### config.mk
export PLATFORM = sky130hd
export DESIGN_NAME = pstage_guard
export DESIGN_NICKNAME = d
export VERILOG_FILES = /design/src/rtl/pstage_pkg.sv /design/src/rtl/hyst_det.sv /design/src/rtl/oc_guard.sv /design/src/rtl/pstage_guard.sv
export SDC_FILE = /design/constraint.sdc
export NUM_CORES = 1
export LEC_CHECK = 0
export ABC_CLOCK_PERIOD_IN_PS = 5100
export BUFFER_PORTS_ARGS = -buffer_cell sky130_fd_sc_hd__buf_2
export CAP_MARGIN = 25
export CORE_UTILIZATION = 58
export DETAILED_ROUTE_END_ITERATION = 7
export PLACE_DENSITY = 0.83
export SLEW_MARGIN = 25
export SYNTH_ARGS = -nofsm -noshare
export SYNTH_HDL_FRONTEND = slang
export SYNTH_HIERARCHICAL = 1
export SYNTH_SLANG_ARGS = --single-unit
### constraint.sdc
create_clock -name clk -period 5.1 [get_ports clk]
set_input_delay 1.02 -clock clk [delete_from_list [all_inputs] [get_ports clk]]
set_output_delay 1.02 -clock clk [all_outputs]
set_load 0.05 [all_outputs]
### src/rtl/pstage_pkg.sv
package pstage_pkg;

  // Width of a counter that must hold values 0..n
  function automatic int cnt_w(input int n);
    return (n < 2) ? 1 : $clog2(n + 1);
  endfunction

  // Health summary gathered from the level monitors
  typedef struct packed {
    logic sup_good;
    logic hot;
  } health_t;

endpackage

### src/rtl/hyst_det.sv
module hyst_det
  import pstage_pkg::*;
#(
  parameter int W      = 8,
  parameter int SET_AT = 200,  // level sets when x >= SET_AT
  parameter int CLR_AT = 194,  // level clears when x <= CLR_AT ...
  parameter int DGL    = 4     // ... for DGL consecutive samples
) (
  input  logic         clk,
  input  logic         rst,
  input  logic [W-1:0] x,
  output logic         lvl
);
  localparam logic [W-1:0] SET_C = W'(SET_AT);
  localparam logic [W-1:0] CLR_C = W'(CLR_AT);

  logic hit_set;
  logic hit_clr;
  assign hit_set = (x >= SET_C);
  assign hit_clr = (x <= CLR_C);

  generate
    if (DGL <= 1) begin : g_fast
      always_ff @(posedge clk) begin
        if (rst) begin
          lvl <= 1'b0;
        end else if (!lvl) begin
          lvl <= hit_set;
        end else begin
          lvl <= !hit_clr;
        end
      end

      // one low sample clears the level on the next edge
      a_r4_clear_now: assert property (@(posedge clk) disable iff (rst)
        lvl && hit_clr |=> !lvl);
    end else begin : g_dgl
      localparam int CW = cnt_w(DGL);
      logic [CW-1:0] low_cnt;

      always_ff @(posedge clk) begin
        if (rst) begin
          lvl     <= 1'b0;
          low_cnt <= '0;
        end else if (!lvl) begin
          low_cnt <= '0;
          lvl     <= hit_set;
        end else if (hit_clr) begin
          if (low_cnt == CW'(DGL - 1)) begin
            lvl     <= 1'b0;
            low_cnt <= '0;
          end else begin
            low_cnt <= low_cnt + 1'b1;
          end
        end else begin
          low_cnt <= '0;
        end
      end

      // filter count never passes its limit
      a_r3_cnt_range: assert property (@(posedge clk) disable iff (rst)
        low_cnt <= CW'(DGL - 1));
      // a first low sample alone does not clear the level
      a_r3_first_low_holds: assert property (@(posedge clk) disable iff (rst)
        lvl && hit_clr && (low_cnt == '0) |=> lvl);
    end
  endgenerate

  // a sample at or past the set point sets the level
  a_r2_set: assert property (@(posedge clk) disable iff (rst)
    !lvl && hit_set |=> lvl);
  // a sample above the clear point keeps a set level
  a_r3_hold_band: assert property (@(posedge clk) disable iff (rst)
    lvl && !hit_clr |=> lvl);
  // below the set point a clear level stays clear
  a_r2_stay_low: assert property (@(posedge clk) disable iff (rst)
    !lvl && !hit_set |=> !lvl);

endmodule

### src/rtl/oc_guard.sv
module oc_guard
  import pstage_pkg::*;
#(
  parameter int OC_DGL = 125000
) (
  input  logic clk,
  input  logic rst,
  input  logic oc_flag,
  input  logic cyc_start,
  input  logic run_ok,
  input  logic en,
  input  logic sup_good,
  output logic cyc_skip,
  output logic oc_lat
);
  localparam int CW = cnt_w(OC_DGL);

  logic [CW-1:0] run_cnt;
  logic          en_q;
  logic          release_req;
  logic          trip_now;

  assign release_req = (en && !en_q) || !sup_good;
  assign trip_now    = run_ok && oc_flag && (run_cnt == CW'(OC_DGL - 1));

  // Valley limit: deny the requested period while current is high
  always_ff @(posedge clk) begin
    if (rst) begin
      cyc_skip <= 1'b0;
    end else begin
      cyc_skip <= cyc_start && oc_flag;
    end
  end

  // Persistence counter for the over-current flag
  always_ff @(posedge clk) begin
    if (rst) begin
      run_cnt <= '0;
    end else if (!run_ok || !oc_flag || oc_lat) begin
      run_cnt <= '0;
    end else if (run_cnt != CW'(OC_DGL - 1)) begin
      run_cnt <= run_cnt + 1'b1;
    end
  end

  // Shutdown latch, release has priority over a new trip
  always_ff @(posedge clk) begin
    if (rst) begin
      en_q   <= 1'b0;
      oc_lat <= 1'b0;
    end else begin
      en_q <= en;
      if (release_req) begin
        oc_lat <= 1'b0;
      end else if (trip_now) begin
        oc_lat <= 1'b1;
      end
    end
  end

  // a start request with high current is denied
  a_r6_skip_set: assert property (@(posedge clk) disable iff (rst)
    cyc_start && oc_flag |=> cyc_skip);
  // no denial without both conditions
  a_r6_skip_clr: assert property (@(posedge clk) disable iff (rst)
    !(cyc_start && oc_flag) |=> !cyc_skip);
  // a low flag sample never sets the latch
  a_r7_no_trip_low: assert property (@(posedge clk) disable iff (rst)
    !oc_lat && !oc_flag |=> !oc_lat);
  // the latch holds until a release condition appears
  a_r8_hold: assert property (@(posedge clk) disable iff (rst)
    oc_lat && en && en_q && sup_good |=> oc_lat);

endmodule

### src/rtl/pstage_guard.sv
module pstage_guard
  import pstage_pkg::*;
#(
  parameter int VW     = 8,
  parameter int TW     = 8,
  parameter int V_ON   = 200,
  parameter int V_HYS  = 5,
  parameter int V_DGL  = 16,
  parameter int T_TRIP = 145,
  parameter int T_HYS  = 45,
  parameter int OC_DGL = 125000
) (
  input  logic          clk,
  input  logic          rst,
  input  logic [VW-1:0] vsup_code,
  input  logic [TW-1:0] tj_code,
  input  logic          oc_flag,
  input  logic          en,
  input  logic          cyc_start,
  output logic          run_ok,
  output logic          cyc_skip,
  output logic          oc_latched,
  output logic          fault_oe
);
  localparam int V_CLR  = V_ON - V_HYS - 1;   // last code counted as low
  localparam int T_SET  = T_TRIP + 1;         // first code counted as hot
  localparam int T_CLR  = T_TRIP - T_HYS;     // highest code that re-arms

  health_t hs;
  logic    oc_lat;

  hyst_det #(
    .W(VW), .SET_AT(V_ON), .CLR_AT(V_CLR), .DGL(V_DGL)
  ) u_sup (
    .clk(clk), .rst(rst), .x(vsup_code), .lvl(hs.sup_good)
  );

  hyst_det #(
    .W(TW), .SET_AT(T_SET), .CLR_AT(T_CLR), .DGL(1)
  ) u_therm (
    .clk(clk), .rst(rst), .x(tj_code), .lvl(hs.hot)
  );

  oc_guard #(
    .OC_DGL(OC_DGL)
  ) u_oc (
    .clk(clk), .rst(rst), .oc_flag(oc_flag), .cyc_start(cyc_start),
    .run_ok(run_ok), .en(en), .sup_good(hs.sup_good),
    .cyc_skip(cyc_skip), .oc_lat(oc_lat)
  );

  always_ff @(posedge clk) begin
    if (rst) begin
      run_ok <= 1'b0;
    end else begin
      run_ok <= hs.sup_good && !hs.hot && !oc_lat && en;
    end
  end

  assign oc_latched = oc_lat;
  assign fault_oe   = oc_lat;

  // enable low removes run permission on the next edge
  a_r5_en_off: assert property (@(posedge clk) disable iff (rst)
    !en |=> !run_ok);
  // over-temperature removes run permission
  a_r4_hot_off: assert property (@(posedge clk) disable iff (rst)
    hs.hot |=> !run_ok);
  // a latched over-current removes run permission
  a_r8_lat_off: assert property (@(posedge clk) disable iff (rst)
    oc_latched |=> !run_ok);
  // a bad supply removes run permission
  a_r3_sup_off: assert property (@(posedge clk) disable iff (rst)
    !hs.sup_good |=> !run_ok);

endmodule

==> results of run 1 <==
## cells in the final DEF (no fill, tap or decap), types with 2 or more instances in the layout
master,synthesis,final
nand2_1,7,7
buf_2,0,24
or3_1,3,3
xnor2_1,9,9
a21oi_1,7,7
nor2_1,18,18
and3_1,3,3
o21ai_0,3,3
ha_1,4,4
clkbuf_4,0,3
nand4b_1,2,2
dfxtp_1,28,28
or3_2,2,2
nand3_1,10,10
nor2b_1,2,2
xor2_1,5,5
nand4_1,3,3
mux2i_1,2,2
nor4_1,4,4
nor3_1,4,4
nor3b_1,3,3
inv_1,4,4
## sequential cells by signal, summed over array words and instances (netlist names)
signal / flops
u_oc/cyc_skip: 1
u_oc/en_q: 1
u_sup/lvl: 1
u_sup/g_dgl.low_cnt: 5
u_oc/run_cnt: 17
run_ok: 1
u_oc/oc_lat: 1
u_therm/lvl: 1
## worst reg2reg max path, cell delays in order, from the launching register on
cell	delay (ps)
dfxtp_1	500
ha_1	230
or4b_1	500
nor4_4	480
a31oi_1	160
nor4b_2	220
## worst max-delay path by stage
stage	startpoint	end	slack, ps	cells past startpoint
global placement	rst	u_oc/run_cnt[3]$_SDFFE_PP0P_	2890	3
CTS	u_oc/run_cnt[0]$_SDFFE_PP0P_	u_oc/oc_lat$_SDFFE_PP0P_	2960	5
global route	u_oc/run_cnt[0]$_SDFFE_PP0P_	u_oc/oc_lat$_SDFFE_PP0P_	2840	5
detailed placement	rst	u_oc/run_cnt[7]$_SDFFE_PP0P_	2840	3
finish	u_oc/run_cnt[0]$_SDFFE_PP0P_	u_oc/oc_lat$_SDFFE_PP0P_	2930	5
floorplan	u_oc/oc_lat$_SDFFE_PP0P_	oc_latched	3100	1
## per-layer routing
layer / routed length, um / part of all wire (%) / vias to the layer above
met5: 0 / 0 / -
met1: 1080 / 43 / 500
met4: 0 / 0 / 0
met2: 1300 / 52 / 35
li1: - / - / 569
met3: 139 / 5.5 / 0
## kinds of logic (layout without fill, tap and decap cells)
group,count (synthesis),after routing
buf+inv,7,32
flops,28,28
simple gates,74,74
fa+ha+maj,4,4
mux,2,2
xor+xnor,14,14
compound gates,14,14
## final cells by class
cell class	count	area [um^2]	area share, %
clock inverters	1	30.0	1.98
repair buffers	24	120	7.93
clock buffers	3	22.5	1.49
inverters	4	15.0	0.991
multi-input cells	108	733	48.4
well taps	27	33.8	2.23
flip-flops and latches	28	561	37.0
## power by group through the flow
stage               logic, mW  clock network (mW)  registers [mW]
floorplan             0.00928                   0           0.230
global placement       0.0219                   0           0.228
detailed placement     0.0234                   0           0.229
CTS                    0.0235               0.147           0.224
global route           0.0256               0.158           0.225
finish                 0.0233               0.143           0.224
## stage by stage
step                power (mW)  cell area (um^2)  utilization (%)  setup WS, ps
global placement         0.250              1460             70.9          2890
CTS                      0.394              1520             73.5          2960
floorplan                0.239              1320                -          3100
detailed placement       0.252              1460             70.9          2840
finish                   0.390              1520             73.5          2930
global route             0.408              1520             73.5          2840
==> flow_metrics.tcl, run 1 <==
set metrics [dict create \
    cp-start-kind "register" \
    cts_buffer_depth 2 \
    vias_per_cell 5.66 \
    cts_resized 0 \
    synth_compound_area_share_pct 6.05 \
    fmax_ghz 0.461 \
    rsz0062_at_grt "false" \
    synth_simple_gate_area_share_pct 34.8 \
    seqPwrFrac_pct 57.4 \
    outcome "completed" \
    grt_usage_pct 21.9 \
    clock_skew_ps 5.45 \
    antenna_found_initial 0 \
    cts_buffers 3 \
    port_buffers 24 \
    grt_pass1_wl_um 4120 \
    power_leakage_nw 0.555 \
    fp.dieH_um 49.8 \
    syn_area_um2 1320 \
    combPwrFrac_pct 6.0 \
    finalHoldViolCount 0 \
    synth.most_common_cell "dfxtp_1" \
    coreArea_um2 2060 \
    drt_iter0_drc 25 \
    drv_slew 0 \
    gp_congestion 0.860 \
    yosysWarnings 6 \
    diodes 0 \
    dp_cells 191 \
    muxShareOfSynthArea_pct 1.51 \
    reg2reg_to "u_oc/oc_lat$_SDFFE_PP0P_" \
    num_vias 1104 \
    firstDrtPassIters 4 \
    finalNonFillerCells 195 \
    power_switching_uw 77.2 \
    switching_share_pct 19.8 \
    cts_sinks 28 \
    synth.avg_cell_area_um2 9.26 \
    use_met3_pct 5.56 \
    holdCritStartpoint "u_sup/g_dgl.low_cnt[0]$_SDFF_PP0_" \
    worst_pin_slew_ps 680 \
    synth-async-reset-ratio_pct 0 \
    tritoncts "done" \
    path_clk_slew_ps 150 \
    synth_area_leaders "dfxtp_1 42%, xnor2_1 6.0%, nor2_1 5.1%" \
    top_usage_layer "met2" \
    hold_class "register to register" \
    min_to "u_sup/g_dgl.low_cnt[0]$_SDFF_PP0_" \
    fillers 157 \
    slew_headroom_pct 54.4 \
    ys_seq_area_share_pct 42.3 \
    worst-path-buf-inv 0 \
    critPathTopFamily "simple AND/OR/NAND/NOR gates" \
    yosys.cell_types.count 39 \
    postCtsHoldBufs 0 \
    fin_crit_sh_pct 42.6 \
    clkPwrFrac_pct 36.6 \
    synth-main-ff-cell "dfxtp_1" \
    nets 194 \
    root_buffer "clkbuf_4" \
    die_w_um 49.8 \
    syn-num-nets 168 \
    r2r_start "u_oc/run_cnt[0]$_SDFFE_PP0P_" \
    crit_type "register to register" \
    vdd_drop_max_v 0.000258 \
    r2r_slack_ps 2930 \
    p_int_uw 313 \
    syn-instance-count 143 \
    grt_max_degree 17 \
    drive_gt1_share_pct 21.4 \
    yosys_register_bits 28 \
    die-area_um2 2480 \
    io_pins 25 \
    hold_depth 1 \
    synth_xor_area_share_pct 9.26 \
    synth_top_area_share_pct 42.3 \
    area_growth_pct 14.5 \
    p_per_area_nw_per_um2 257 \
    start_util_pct 64.2 \
    worst-endpoint-required_ps 5350 \
    placementRows 16 \
    tns_ps 0 \
    max_stage_delay_ps 500 \
    drc_errors 0 \
    synth_edf_count 0 \
    synth_top_area_cell "dfxtp_1" \
    ant_nets 0 \
    hpwl_um 1900 \
    hold_slack_ps 470 \
    use_met1_pct 25.1 \
    r2r_cells 5 \
    finalSetupViolCount 0 \
    cp_max_fo 7 \
    cts_max_level 1 \
    use_met2_pct 40.3 \
    slowest_stage "dfxtp_1" \
    postCtsSetupBuffers 0 \
    clkLatencyLatePin_ps 320 \
    crit_chain "ha_1, or4b_1, nor4_4, a31oi_1, nor4b_2" \
    yosys-top-cells-count "28 x dfxtp_1, 18 x nor2_1, 10 x nand3_1" \
    synth_fa_ha_area_share_pct 3.78 \
    drv_cap 0 \
    wirelength_um 2520 \
    grt_pass1_vias 953 \
    synth_top_family_by_area "simple AND/OR/NAND/NOR gates" \
    arrival_ps 2420 \
    cp-end-kind "register" \
    overflow 0 \
    wl_per_cell_um 12.9 \
    period_needed_ps 2170 \
]
No activity file was read; power rests on OpenSTA's default activity.
==> run 2, diff against run 1 <==
Settings changed: ABC_CLOCK_PERIOD_IN_PS 5100 to 1900, CORE_UTILIZATION 58 to 48, PLACE_DENSITY 0.83 to 0.73.
Clock period 5.1 ns to 1.9 ns, I/O delays scaled along.
==> run 2 against run 1 <==
Against the previous run: final area is 3.9% higher; maximum frequency grew 21%; global-route usage decreased by 1.4 points; flip-flop and latch count is the same; total power increased by 140%; critical path type unchanged; routed wire length is 3.1% higher; cell count grew 5.1%.
==> flow_metrics.tcl, run 2 (same netlist as run 1, synthesis figures left out) <==
set metrics [dict create \
    p_per_area_nw_per_um2 603 \
    cp-start-kind "register" \
    hold_class "input pin to register" \
    placed_area_um2 1520 \
    placementRows 18 \
    finalSetupViolCount 0 \
    fp.dieH_um 54.5 \
    cts_max_level 1 \
    min_to "u_oc/cyc_skip$_SDFF_PP0_" \
    r2r_cells 6 \
    drc_errors 0 \
    clkLatencyLatePin_ps 320 \
    largest_register "u_oc/run_cnt" \
    switching_share_pct 21.6 \
    firstDrtPassIters 4 \
    drv_cap 0 \
    cp_max_fo 6 \
    clkPwrFrac_pct 30.1 \
    tritoncts "done" \
    diodes 0 \
    combPwrFrac_pct 6.7 \
    p_total_uw 949 \
    finalNonFillerCells 205 \
    grt_pass1_vias 1044 \
    reg2reg_to "u_oc/run_cnt[1]$_SDFFE_PP0P_" \
    worst_pin_slew_ps 380 \
    antenna_found_initial 0 \
    wl_per_cell_um 12.7 \
    rsz0062_at_grt "true" \
    ant_nets 0 \
    path_clk_slew_ps 150 \
    tns_ps 0 \
    gp_congestion 0.767 \
    power_switching_uw 205 \
    drv_slew 0 \
    power_leakage_nw 0.586 \
    design_area_um2 1570 \
    postCtsSetupBuffers 0 \
    reg_top3 "u_oc/run_cnt: 17 flops, u_sup/g_dgl.low_cnt: 5 flops" \
    vias_per_cell 5.59 \
    drive_gt1_share_pct 26.9 \
    grt_max_degree 17 \
    cts_buffers 3 \
    nets 201 \
    vdd_drop_max_v 0.000514 \
    postCtsHoldBufs 0 \
    grt_pass1_wl_um 4400 \
    die-area_um2 2970 \
    worst-endpoint-required_ps 2130 \
    wirelength_um 2600 \
    holdCritStartpoint "cyc_start" \
    cts_buffer_depth 2 \
    slowest_stage "or4b_4" \
    coreArea_um2 2540 \
    arrival_ps 2010 \
    max_stage_delay_ps 470 \
    cp-end-kind "register" \
    r2r_start "u_oc/run_cnt[0]$_SDFFE_PP0P_" \
    fmax_ghz 0.559 \
    port_buffers 24 \
    root_buffer "clkbuf_4" \
    overflow 0 \
    dp_cells 201 \
    crit_type "register to register" \
    drt_iter0_drc 34 \
    clock_skew_ps 6.66 \
    fin_crit_sh_pct 94.1 \
    hold_depth 2 \
    r2r_slack_ps 110 \
    cts_resized 0 \
    start_util_pct 52.0 \
    area_growth_pct 18.9 \
    crit_chain "ha_4, or4b_4, nor4_4, buf_4, mux2i_1, nor2_1" \
    finalHoldViolCount 0 \
    io_pins 25 \
    largest_reg_flops 17 \
    hold_slack_ps 280 \
    outcome "completed" \
    p_int_uw 744 \
    final_common_cell "dfxtp_1" \
    hpwl_um 1980 \
    layout_common_cells "26 x dfxtp_1, 24 x buf_2, 18 x nor2_1, 10 x nand3_1, 9 x xnor2_1" \
    die_w_um 54.5 \
    num_vias 1145 \
    seqPwrFrac_pct 63.3 \
    period_needed_ps 1790 \
    grt_usage_pct 20.5 \
    cts_sinks 28 \
    slew_headroom_pct 74.6 \
]
[run 2: metal layers]
metal	global-route usage, %	share of wire (%)
met1	24.5	47
met5	0	0
met4	4.27	0.46
met3	6.11	4.5
met2	35.8	48
[run 2: how the worst max path moves through the flow]
stage | from | to | cells past startpoint
floorplan | u_oc/run_cnt[0]$_SDFFE_PP0P_ | u_oc/oc_lat$_SDFFE_PP0P_ | 5
global placement | u_oc/run_cnt[0]$_SDFFE_PP0P_ | u_oc/run_cnt[1]$_SDFFE_PP0P_ | 6
detailed placement | u_oc/run_cnt[0]$_SDFFE_PP0P_ | u_oc/run_cnt[1]$_SDFFE_PP0P_ | 6
CTS | u_oc/run_cnt[0]$_SDFFE_PP0P_ | u_oc/run_cnt[1]$_SDFFE_PP0P_ | 6
global route | u_oc/run_cnt[0]$_SDFFE_PP0P_ | u_oc/run_cnt[1]$_SDFFE_PP0P_ | 6
finish | u_oc/run_cnt[0]$_SDFFE_PP0P_ | u_oc/run_cnt[1]$_SDFFE_PP0P_ | 6
[run 2: layout make-up]
type                            count  area (um^2)
Inverter                            4         15.0
Multi-Input combinational cell    108          749
Sequential cell                    28          563
Fill cell                         228          971
Clock buffer                        4         36.3
Tap cell                           30         37.5
Timing Repair Buffer               31          173
[run 2: power groups by stage]
stage / clock [mW] / combinational [mW] / sequential, mW
finish: 0.285 / 0.0631 / 0.601
detailed placement: 0 / 0.0634 / 0.613
global route: 0.320 / 0.0699 / 0.602
global placement: 0 / 0.0600 / 0.613
CTS: 0.292 / 0.0635 / 0.601
floorplan: 0 / 0.0249 / 0.618
[run 2: worst max-delay path: cells and delay by family, from the launching register on]
family                   cells  cell delay, ps
AND/OR/NAND/NOR              3             800
flip-flops                   1             380
buffers and inverters        1             190
multiplexers                 1             190
adder cells (fa/ha/maj)      1             140
[run 2: stage by stage]
step	setup slack (ps)	util, %
global placement	108	59.8
CTS	18.0	61.2
detailed placement	39.0	59.8
finish	112	61.8
floorplan	37.5	-
global route	-19.7	61.8
==> run 3, diff against run 2 <==
Settings changed: CORE_UTILIZATION 48 to 51, CTS_BUF_LIST set to sky130_fd_sc_hd__clkbuf_4, PLACE_DENSITY 0.73 to 0.77.
==> run 3 against run 2 <==
Against the previous run: register-to-register slack got worse by 30 ps; largest cell class unchanged; maximum frequency decreased by 1.7%; worst hold slack improved by 16 ps; clock skew decreased by 1.2 ps; combinational power increased by 2%; critical path depth unchanged.
==> flow_metrics.tcl, run 3 (same netlist as run 1, synthesis figures left out) <==
set metrics [dict create \
    clkLatencyLatePin_ps 320 \
    tritoncts "done" \
    hold_slack_ps 296 \
    pre_cts_ws_ps -51.5 \
    setup_ws_ps 80.5 \
    placementRows 18 \
    grt_usage_pct 23.4 \
    firstDrtPassIters 4 \
    outcome "completed" \
    final_common_cell "dfxtp_1" \
    cp_max_fo 7 \
    fillers 224 \
    finalHoldViolCount 0 \
    p_int_uw 701 \
    arrival_ps 2060 \
    dp_cells 200 \
    num_vias 1163 \
    clkPwrFrac_pct 26.0 \
    grt_pass1_wl_um 4820 \
    drt_iter0_drc 22 \
    fp.dieH_um 52.9 \
    power_switching_uw 198 \
    power_leakage_nw 0.582 \
    ant_nets 0 \
    postCtsHoldBufs 0 \
    p_per_area_nw_per_um2 581 \
    gp_congestion 0.889 \
    slowest_stage "or4b_4" \
    root_buffer "clkbuf_4" \
    diodes 0 \
    finalNonFillerCells 204 \
    area_growth_pct 16.9 \
    cts_buffer_depth 2 \
    reg_top3 "u_oc/run_cnt: 17 flops, u_sup/g_dgl.low_cnt: 5 flops" \
    max_stage_delay_ps 480 \
    cts_buffers 3 \
    worst_pin_slew_ps 431 \
    vias_per_cell 5.70 \
    port_buffers 24 \
    cp-end-kind "register" \
    wirelength_um 2750 \
    drv_cap 0 \
    wl_per_cell_um 13.5 \
    slew_headroom_pct 70.9 \
    crit_chain "ha_1, or4b_4, nor4_4, buf_4, a31oi_1, nor4b_2" \
    die_w_um 52.9 \
    drv_slew 0 \
    layout_common_cells "26 x dfxtp_1, 24 x buf_2, 18 x nor2_1, 10 x nand3_1, 9 x xnor2_1" \
    start_util_pct 53.9 \
    largest_reg_flops 17 \
    coreArea_um2 2450 \
    fmax_ghz 0.550 \
    drc_errors 0 \
    cts_max_level 1 \
    clock_skew_ps 5.47 \
    seqPwrFrac_pct 66.8 \
    period_needed_ps 1820 \
    grt_pass1_vias 1185 \
    hold_class "input pin to register" \
    combPwrFrac_pct 7.2 \
    largest_register "u_oc/run_cnt" \
    fin_crit_sh_pct 95.8 \
    path_clk_slew_ps 130 \
    multi_input_area_um2 737 \
    nets 201 \
    finalSetupViolCount 0 \
    seqCellArea_um2 563 \
    vdd_drop_max_v 0.000468 \
    worst-endpoint-required_ps 2140 \
    rsz0062_at_grt "false" \
    hpwl_um 2110 \
    switching_share_pct 22.0 \
    overflow 0 \
    grt_max_degree 17 \
    io_pins 25 \
    drive_gt1_share_pct 25.9 \
    die-area_um2 2800 \
    cts_sinks 28 \
    antenna_found_initial 0 \
    crit_type "register to register" \
    cp-start-kind "register" \
]
==> run 3: cell count changes in the layout (fill, tap and decap cells not counted), sizes merged <==
cell    before  now
clkbuf       4    3
==> run 3: power groups by stage <==
stage | registers, mW | clock network, mW | logic [mW]
floorplan | 0.618 | 0 | 0.0249
global placement | 0.613 | 0 | 0.0598
detailed placement | 0.614 | 0 | 0.0640
CTS | 0.601 | 0.245 | 0.0642
global route | 0.602 | 0.270 | 0.0708
finish | 0.600 | 0.234 | 0.0646
==> run 3: stage by stage <==
stage | util [%] | setup TNS [ps] | area [um^2] | total power [mW]
2_1_floorplan | - | 0 | 1330 | 0.643
3_3_place_gp | 61.7 | 0 | 1510 | 0.673
3_5_place_dp | 61.7 | -51.5 | 1510 | 0.678
4_1_cts | 62.9 | 0 | 1540 | 0.910
5_1_grt | 63.0 | 0 | 1550 | 0.943
6_report | 63.0 | 0 | 1550 | 0.899
==> run 3: per-layer routing <==
metal	global-route usage (%)	wire, um	up-vias	share of wire, %
met5	0	0	-	0
met4	9.21	19	0	0.69
met3	2.87	151	4	5.5
met2	43.5	1410	47	51
met1	26.7	1160	535	42
li1	-	-	577	-
==> run 3: layout make-up <==
type                       instances  area share (%)
sequential                        28            36.4
inverter                           4           0.970
timing repair buffer              31            11.2
clock buffer                       3            1.46
tap                               30            2.43
multi-input combinational        108            47.6
==> run 3: timing repair <==
action                     CTS  global route
pin swaps                    1             0
resized for setup            0             1
setup endpoints to repair    2             1
buffers inserted             1             0
==> run 3: final timing paths <==
| path | startpoint | to | slack (ps) | cells after the start |
|---|---|---|---|---|
| max | u_oc/run_cnt[0]$_SDFFE_PP0P_ | u_oc/oc_lat$_SDFFE_PP0P_ | 80 | 6 |
| min | en | u_oc/en_q$_SDFF_PP0_ | 300 | 2 |
| max reg2reg | u_oc/run_cnt[0]$_SDFFE_PP0P_ | u_oc/oc_lat$_SDFFE_PP0P_ | 80 | 6 |
| min reg2reg | u_sup/g_dgl.low_cnt[0]$_SDFF_PP0_ | u_sup/g_dgl.low_cnt[0]$_SDFF_PP0_ | 470 | 1 |
==> run 3: worst max-delay path: cells and delay by family (launching register included) <==
kind                     cells  cell delay, ps
adder cells (fa/ha/maj)      1             180
AND/OR/NAND/NOR              3             930
buffers and inverters        1             190
flip-flops                   1             350
AO/OA/AOI/OAI                1             100
